`src/rtl/cdec_pkg.sv`:
```
package cdec_pkg;

  typedef enum logic [2:0] {
    TGT_NONE = 3'd0,
    TGT_PACK = 3'd1,
    TGT_HOLE = 3'd2,
    TGT_RAM  = 3'd3,
    TGT_BOOT = 3'd4
  } tgt_e;

  // control word bit positions
  localparam int C_MODE    = 2;
  localparam int C_RAM_LO  = 3;
  localparam int C_RAM_HI  = 4;
  localparam int C_RBASE_A = 5;
  localparam int C_RBASE_B = 6;
  localparam int C_BOOT_LO = 7;
  localparam int C_BOOT_HI = 8;
  localparam int C_HOLE_LO = 9;
  localparam int C_HOLE_HI = 10;
  localparam int C_HBASE   = 11;

  // region matches from one page-mode map
  typedef struct packed {
    logic pack;
    logic hole;
    logic ram;
    logic ram_full;  // RAM window uses whole 64 KB banks
  } area_t;

endpackage

```
`src/rtl/cdec_page32.sv`:
```
module cdec_page32
  import cdec_pkg::*;
#(
  parameter int BANK_W = 8
) (
  input  logic [BANK_W-1:0] bank,
  input  logic              upper,
  input  logic [1:0]        ram_en,
  input  logic [1:0]        rbase,
  input  logic [1:0]        hole_en,
  input  logic              hbase,
  output area_t             area
);
  localparam int HB = BANK_W - 1;

  logic [1:0] hole_w, ram_w, full_w;

  for (genvar g = 0; g < 2; g++) begin : g_half
    localparam bit NO_CAP = (g == 1);
    logic in_half, prim, tail;
    assign in_half = (bank[HB] == 1'(g));
    assign hole_w[g] = hole_en[g] && in_half && (bank[HB-1] == hbase)
                       && !bank[HB-2] && (hbase || upper);
    assign prim = ram_en[g] && in_half && (bank[HB-1:HB-2] == rbase)
                  && !bank[HB-3] && (rbase[1] || upper);
    assign tail = ram_en[g] && in_half && (bank[HB-1:HB-3] == 3'b111)
                  && !upper && (NO_CAP || bank[3:0] <= 4'hD);
    assign ram_w[g]  = prim || tail;
    assign full_w[g] = prim && rbase[1];
  end

  always_comb begin
    if (upper) area.pack = bank[HB] || (bank[HB-1:0] <= 7'h7D);
    else       area.pack = bank[HB-1] && (bank[HB] || bank[HB-2:0] <= 6'h3D);
    area.hole     = |hole_w;
    area.ram      = |ram_w;
    area.ram_full = |full_w;
  end

endmodule

```
`src/rtl/cdec_page64.sv`:
```
module cdec_page64
  import cdec_pkg::*;
#(
  parameter int BANK_W = 8
) (
  input  logic [BANK_W-1:1] bank_hi,
  input  logic [2:0]        off_top,
  input  logic [1:0]        ram_en,
  input  logic [1:0]        rbase,
  input  logic [1:0]        hole_en,
  input  logic              hbase,
  output area_t             area
);
  localparam int HB = BANK_W - 1;

  logic       upper;
  logic [1:0] hole_w, ram_w;

  assign upper = off_top[2];

  for (genvar g = 0; g < 2; g++) begin : g_half
    logic in_half, base_ok, w_up, w_full, w_mid;
    assign in_half = (bank_hi[HB] == 1'(g));
    assign hole_w[g] = hole_en[g] && in_half && (bank_hi[HB-2] == hbase)
                       && !bank_hi[HB-3] && (bank_hi[HB-1] || upper);
    assign base_ok = (bank_hi[HB-2:HB-3] == rbase) && !bank_hi[HB-4];
    assign w_up   = !bank_hi[HB-1] && base_ok && upper;
    assign w_full = bank_hi[HB-1] && base_ok;
    assign w_mid  = (bank_hi[HB-1:HB-2] == 2'b01) && (off_top == 3'b011);
    assign ram_w[g] = ram_en[g] && in_half && (w_up || w_full || w_mid);
  end

  always_comb begin
    area.pack     = (upper || bank_hi[HB-1]) && (bank_hi != 7'h3F);
    area.hole     = |hole_w;
    area.ram      = |ram_w;
    area.ram_full = |ram_w;
  end

endmodule

```
`src/rtl/cdec_prio.sv`:
```
module cdec_prio
  import cdec_pkg::*;
(
  input  area_t area,
  input  logic  boot,
  output tgt_e  tgt,
  output logic  hit
);
  always_comb begin
    if (boot)           tgt = TGT_BOOT;
    else if (area.ram)  tgt = TGT_RAM;
    else if (area.hole) tgt = TGT_HOLE;
    else if (area.pack) tgt = TGT_PACK;
    else                tgt = TGT_NONE;
    hit = boot || area.ram || area.hole || area.pack;
  end
endmodule

```
`src/rtl/cart_decoder.sv`:
```
module cart_decoder
  import cdec_pkg::*;
#(
  parameter int BANK_W = 8,
  parameter int OFF_W  = 16,
  parameter int CTRL_W = 16,
  parameter int RAM_AW = 19
) (
  input  logic              clk,
  input  logic              rst,
  input  logic [BANK_W-1:0] bank,
  input  logic [OFF_W-1:0]  off,
  input  logic [CTRL_W-1:0] ctrl,
  output logic [2:0]        tgt_sel,
  output logic              hit,
  output logic [RAM_AW-1:0] ram_addr
);
  localparam int PAGE_W  = OFF_W - 1;
  localparam int FULL_BB = RAM_AW - OFF_W;
  localparam int HALF_BB = RAM_AW - PAGE_W;

  logic upper, boot, unused_ctrl;
  area_t a32, a64, area;
  tgt_e tgt_c;
  logic hit_c;
  logic [RAM_AW-1:0] addr_c;

  assign unused_ctrl = ^{ctrl[1:0], ctrl[CTRL_W-1:C_HBASE+1]};
  assign upper = off[OFF_W-1];

  cdec_page32 #(.BANK_W(BANK_W)) u_p32 (
    .bank    (bank),
    .upper   (upper),
    .ram_en  ({ctrl[C_RAM_HI], ctrl[C_RAM_LO]}),
    .rbase   ({ctrl[C_RBASE_B], ctrl[C_RBASE_A]}),
    .hole_en ({ctrl[C_HOLE_HI], ctrl[C_HOLE_LO]}),
    .hbase   (ctrl[C_HBASE]),
    .area    (a32)
  );

  cdec_page64 #(.BANK_W(BANK_W)) u_p64 (
    .bank_hi (bank[BANK_W-1:1]),
    .off_top (off[OFF_W-1:OFF_W-3]),
    .ram_en  ({ctrl[C_RAM_HI], ctrl[C_RAM_LO]}),
    .rbase   ({ctrl[C_RBASE_B], ctrl[C_RBASE_A]}),
    .hole_en ({ctrl[C_HOLE_HI], ctrl[C_HOLE_LO]}),
    .hbase   (ctrl[C_HBASE]),
    .area    (a64)
  );

  assign area = ctrl[C_MODE] ? a64 : a32;
  assign boot = upper && !bank[BANK_W-2]
                && (bank[BANK_W-1] ? ctrl[C_BOOT_HI] : ctrl[C_BOOT_LO]);

  cdec_prio u_prio (
    .area (area),
    .boot (boot),
    .tgt  (tgt_c),
    .hit  (hit_c)
  );

  always_comb begin
    if (tgt_c != TGT_RAM)  addr_c = '0;
    else if (area.ram_full) addr_c = {bank[FULL_BB-1:0], off};
    else                    addr_c = {bank[HALF_BB-1:0], off[PAGE_W-1:0]};
  end

  always_ff @(posedge clk) begin
    if (rst) begin
      tgt_sel  <= TGT_NONE;
      hit      <= 1'b0;
      ram_addr <= '0;
    end else begin
      tgt_sel  <= tgt_c;
      hit      <= hit_c;
      ram_addr <= addr_c;
    end
  end

endmodule

```
`config.mk`:
```
export PLATFORM = sky130hd
export DESIGN_NAME = cart_decoder
export DESIGN_NICKNAME = d
export VERILOG_FILES = /design/src/rtl/cdec_pkg.sv /design/src/rtl/cdec_page32.sv /design/src/rtl/cdec_page64.sv /design/src/rtl/cdec_prio.sv /design/src/rtl/cart_decoder.sv
export SDC_FILE = /design/constraint.sdc
export NUM_CORES = 1
export LEC_CHECK = 0
export BUFFER_PORTS_ARGS = -buffer_cell sky130_fd_sc_hd__buf_2
export CELL_PAD_IN_SITES_DETAIL_PLACEMENT = 1
export CELL_PAD_IN_SITES_GLOBAL_PLACEMENT = 1
export CORE_MARGIN = 1
export CORE_UTILIZATION = 30
export CTS_CLUSTER_SIZE = 24
export DETAILED_ROUTE_END_ITERATION = 8
export HOLD_SLACK_MARGIN = 0.12
export PLACE_DENSITY = 0.91
export REMOVE_ABC_BUFFERS = 1
export SETUP_SLACK_MARGIN = 0.15
export SLEW_MARGIN = 15
export SYNTH_ARGS = -nofsm -noshare
export SYNTH_HDL_FRONTEND = slang
export SYNTH_SLANG_ARGS = --single-unit
```
`constraint.sdc`:
```
create_clock -name clk -period 2.3 [get_ports clk]
set_input_delay 0.345 -clock clk [delete_from_list [all_inputs] [get_ports clk]]
set_output_delay 0.345 -clock clk [all_outputs]
set_load 0.02 [all_outputs]
```
==> impl_summary.txt <==
----------------------------------------------------
[Critical path]
  Top fanout value on the critical path ... 15
  Most common cell on crit path ... sky130_fd_sc_hd__nor2_1
  Worst setup startpoint ... off[15]
  Critical Path Sink Type ... flip-flop
  Required time at the worst-slack endpoint ... 2.54 ns
  Worst path bufs/invs ... 2
  Critical path class ... in -> reg
  CP max-delay cell ... sky130_fd_sc_hd__a2111oi_2
  Top delay family on crit path ... compound AO/OA/AOI/OAI gates
  Critical path, cell by cell ... buf_2, or3b_1, a2111oi_2, nor2_1, a221o_1, buf_4, nor2_1
  Stage delay of the slowest cell on the critical path ... 0.40 ns
  Startpoint type of the worst setup path ... input port
  Arrival time reported for the critical path endpoint ... 2.13 ns

[Routing]
  Number of vias per cell ... 4.68
  Detailed-route wire length per cell ... 11.8 um
  Total via count after detailed routing ... 1039
  Initial DRC count ... 44
  Count of nets left with antenna violations after detail routing ... 0
  Remaining routing DRC violations ... 0
  First-pass iteration count of the detailed router ... 4
  Routed Wire Length ... 2630 um

[Yosys]
  Netlist area before placement ... 1090 um2
  Synth Warn # ... 0
  Proportion of synthesized chip area in sequential cells ... 42.1%
  Syn avg cell area ... 9.36 um2
  Yosys reg bits ... 23
  Netlist cell types ... 36
  Post-Syn Instances ... 117

[Final layout]
  Number of filler instances in the final layout ... 447
  Area overhead of the layout relative to synthesis ... 31.3%
  Register area ... 460 um2
  Most common cell after layout, fill and taps aside ... sky130_fd_sc_hd__buf_2
  Final core area utilization ... 42.1%
  Number of diodes ... 0
  Final std cell area, no fill ... 1440 um2
  Share of layout cells above drive strength 1 ... 46.6%
  Top library cells by usage in the layout, fill and taps aside ... sky130_fd_sc_hd__buf_2 (58), sky130_fd_sc_hd__dfxtp_1 (23), sky130_fd_sc_hd__inv_1 (15)
  Area taken by multi-input logic gates ... 524 um2
  Nets@finish ... 219

[Clocking]
  Clock tree sinks ... 23
  TritonCTS clock tree ... done
  Number of gates given a new drive strength after cts ... 0
  Root buffer cell ... sky130_fd_sc_hd__clkbuf_4
  H-tree lvl count ... 1
  Longest Clk Path Bufs ... 2
  Post-CTS setup buffer count ... 0
  Number of buffers inserted for hold repair after clock tree synthesis ... 0
  Clock-pin transition on the worst setup and hold timing paths ... 0.11 ns
  CTS Buf Count ... 3

[GRT]
  First-pass GRT wire length ... 4570 um
  Initial antenna violation count ... 0
  Via count of the first global-routing pass ... 1043
  Total global-route track usage ... 14.3%
  Maximum number of pins on one net before global-route repair ... 16
  Remaining global-route overflow ... 0

[STA]
  Final Hold Slack ... 0.216 ns
  Smallest setup slack after layout ... 0.411 ns
  Unrepaired setup endpoints after global routing ... false
  Post-layout minimum cycle time ... 1.89 ns
  Headroom to the max-slew limit ... 64.7%
  Period utilisation layout ... 82.1%
  Number of hold violations in the final report ... 0
  Count of final max-slew check failures ... 0
  Total setup violations reported at the end of the flow ... 0
  Worst slew pin tran ... 0.525 ns
  Fmax ... 529 MHz
  Total Negative Setup Slacks ... 0 ns

[Floorplan]
  Die H ... 62.4 um
  Number of placement rows ... 21
  Total die area ... 3900 um2
  Area of the core region ... 3420 um2
  Initial core utilization ... 32.1%
  Chip width ... 62.4 um
  Num ports ... 65

[Placed design]
  Placement-stage worst setup slack ... 0.0826 ns
  Placed wire-length estimate after detailed placement ... 2250 um
  Post-place instance area ... 1410 um2
  Count of buffers from port buffering ... 58
  Weighted congestion at the end of routability-driven global placement ... 0.766

[Flow run]
  Maxcap violations ... 0

[Power]
  Static Leakage ... 0.734 nW
  PD cells ... 520 nW/um2
  Peak supply drop ... 160 uV

[Min path]
  Worst Hold Launch ... rst
  Hold/Removal Path Class ... in -> reg

[Outcome]
  Result of the run ... complete, no violations

----------------------------------------------------
routing by layer:
metal	share of wire, %	vias up	track usage [%]	wire (um)
met5	0	-	0	0
met4	0.95	0	3.49	25
met3	7.5	4	2.55	198
met2	48	52	26.2	1270
met1	43	470	17.0	1130
li1	-	513	-	-
layout make-up:
class,count,share of cell area (%)
multi-input combinational,73,36.5
sequential,23,32.0
timing repair buffer,61,21.8
tap,46,4.00
inverter,15,3.92
clock buffer,4,1.83
cells by family (layout without fill, tap and decap cells):
| group | count (synthesis) | count (layout) | share of synthesized area, % |
|---|---|---|---|
| muxes | 4 | 4 | 4.11 |
| buffers and inverters | 21 | 80 | 10.1 |
| AOI/OAI and AO/OA | 22 | 22 | 13.3 |
| DFF | 23 | 23 | 42.1 |
| xor gates and xnor gates | 4 | 4 | 3.20 |
| and+or+nand+nor | 43 | 43 | 27.3 |
power breakdown:
part	leakage [nW]	switching, W	internal, W
Clock	0.0150	0.000102	0.0000675
Sequential	0.188	0.00000337	0.000414
Combinational	0.531	0.0000947	0.0000656
final timing paths:
kind / cells after the start / endpoint / slack [ns]
hold / removal: 2 / hit$_SDFF_PP0_ / 0.22
setup / recovery: 7 / ram_addr[11]$_SDFF_PP0_ / 0.41
flip-flops by register name (all words and copies together), names as in the netlist:
register	flops
ram_addr	19
tgt_sel	3
hit	1
stage by stage:
step,cells,power [W]
5_1_grt,222,0.000798
4_1_cts,222,0.000759
2_1_floorplan,111,0.000513
3_3_place_gp,218,0.000583
6_report,222,0.000747
3_5_place_dp,218,0.000589
cells in the mapped netlist:
| library cell | n | area (um2) |
|---|---|---|
| sky130_fd_sc_hd__a221o_1 | 1 | 10.0 |
| sky130_fd_sc_hd__nor2b_1 | 1 | 6.26 |
| sky130_fd_sc_hd__xor2_1 | 4 | 35.0 |
| sky130_fd_sc_hd__mux2i_1 | 3 | 30.0 |
| sky130_fd_sc_hd__o211a_1 | 1 | 10.0 |
| sky130_fd_sc_hd__clkbuf_2 | 1 | 5.00 |
| sky130_fd_sc_hd__nand2b_1 | 1 | 6.26 |
| sky130_fd_sc_hd__nor4_1 | 2 | 12.5 |
| sky130_fd_sc_hd__buf_12 | 1 | 20.0 |
| sky130_fd_sc_hd__o21ai_0 | 5 | 25.0 |
| sky130_fd_sc_hd__or4_1 | 1 | 7.51 |
| sky130_fd_sc_hd__nand4_1 | 1 | 6.26 |
| sky130_fd_sc_hd__or3b_2 | 1 | 8.76 |
| sky130_fd_sc_hd__inv_1 | 15 | 56.3 |
| sky130_fd_sc_hd__buf_6 | 1 | 11.3 |
| sky130_fd_sc_hd__o22ai_1 | 1 | 6.26 |
| sky130_fd_sc_hd__or3b_1 | 1 | 8.76 |
| sky130_fd_sc_hd__or4_2 | 1 | 8.76 |
| sky130_fd_sc_hd__and4_1 | 1 | 8.76 |
| sky130_fd_sc_hd__a22o_2 | 1 | 10.0 |
| sky130_fd_sc_hd__nor3b_1 | 1 | 7.51 |
| sky130_fd_sc_hd__or2_2 | 2 | 12.5 |
| sky130_fd_sc_hd__buf_2 | 2 | 10.0 |
| sky130_fd_sc_hd__mux2_4 | 1 | 15.0 |
| sky130_fd_sc_hd__nand3_1 | 5 | 25.0 |
| sky130_fd_sc_hd__a2111oi_0 | 1 | 8.76 |
| sky130_fd_sc_hd__nand4b_1 | 1 | 8.76 |
| sky130_fd_sc_hd__buf_4 | 1 | 7.51 |
| sky130_fd_sc_hd__o211ai_1 | 2 | 15.0 |
| sky130_fd_sc_hd__a2111oi_2 | 1 | 15.0 |
| sky130_fd_sc_hd__nor2_1 | 8 | 30.0 |
| sky130_fd_sc_hd__or4b_2 | 1 | 10.0 |
| sky130_fd_sc_hd__dfxtp_1 | 23 | 460 |
| sky130_fd_sc_hd__nor2_4 | 10 | 113 |
| sky130_fd_sc_hd__nand2_1 | 5 | 18.8 |
| sky130_fd_sc_hd__a21oi_1 | 9 | 45.0 |
Power figures use the tool's default switching activity.
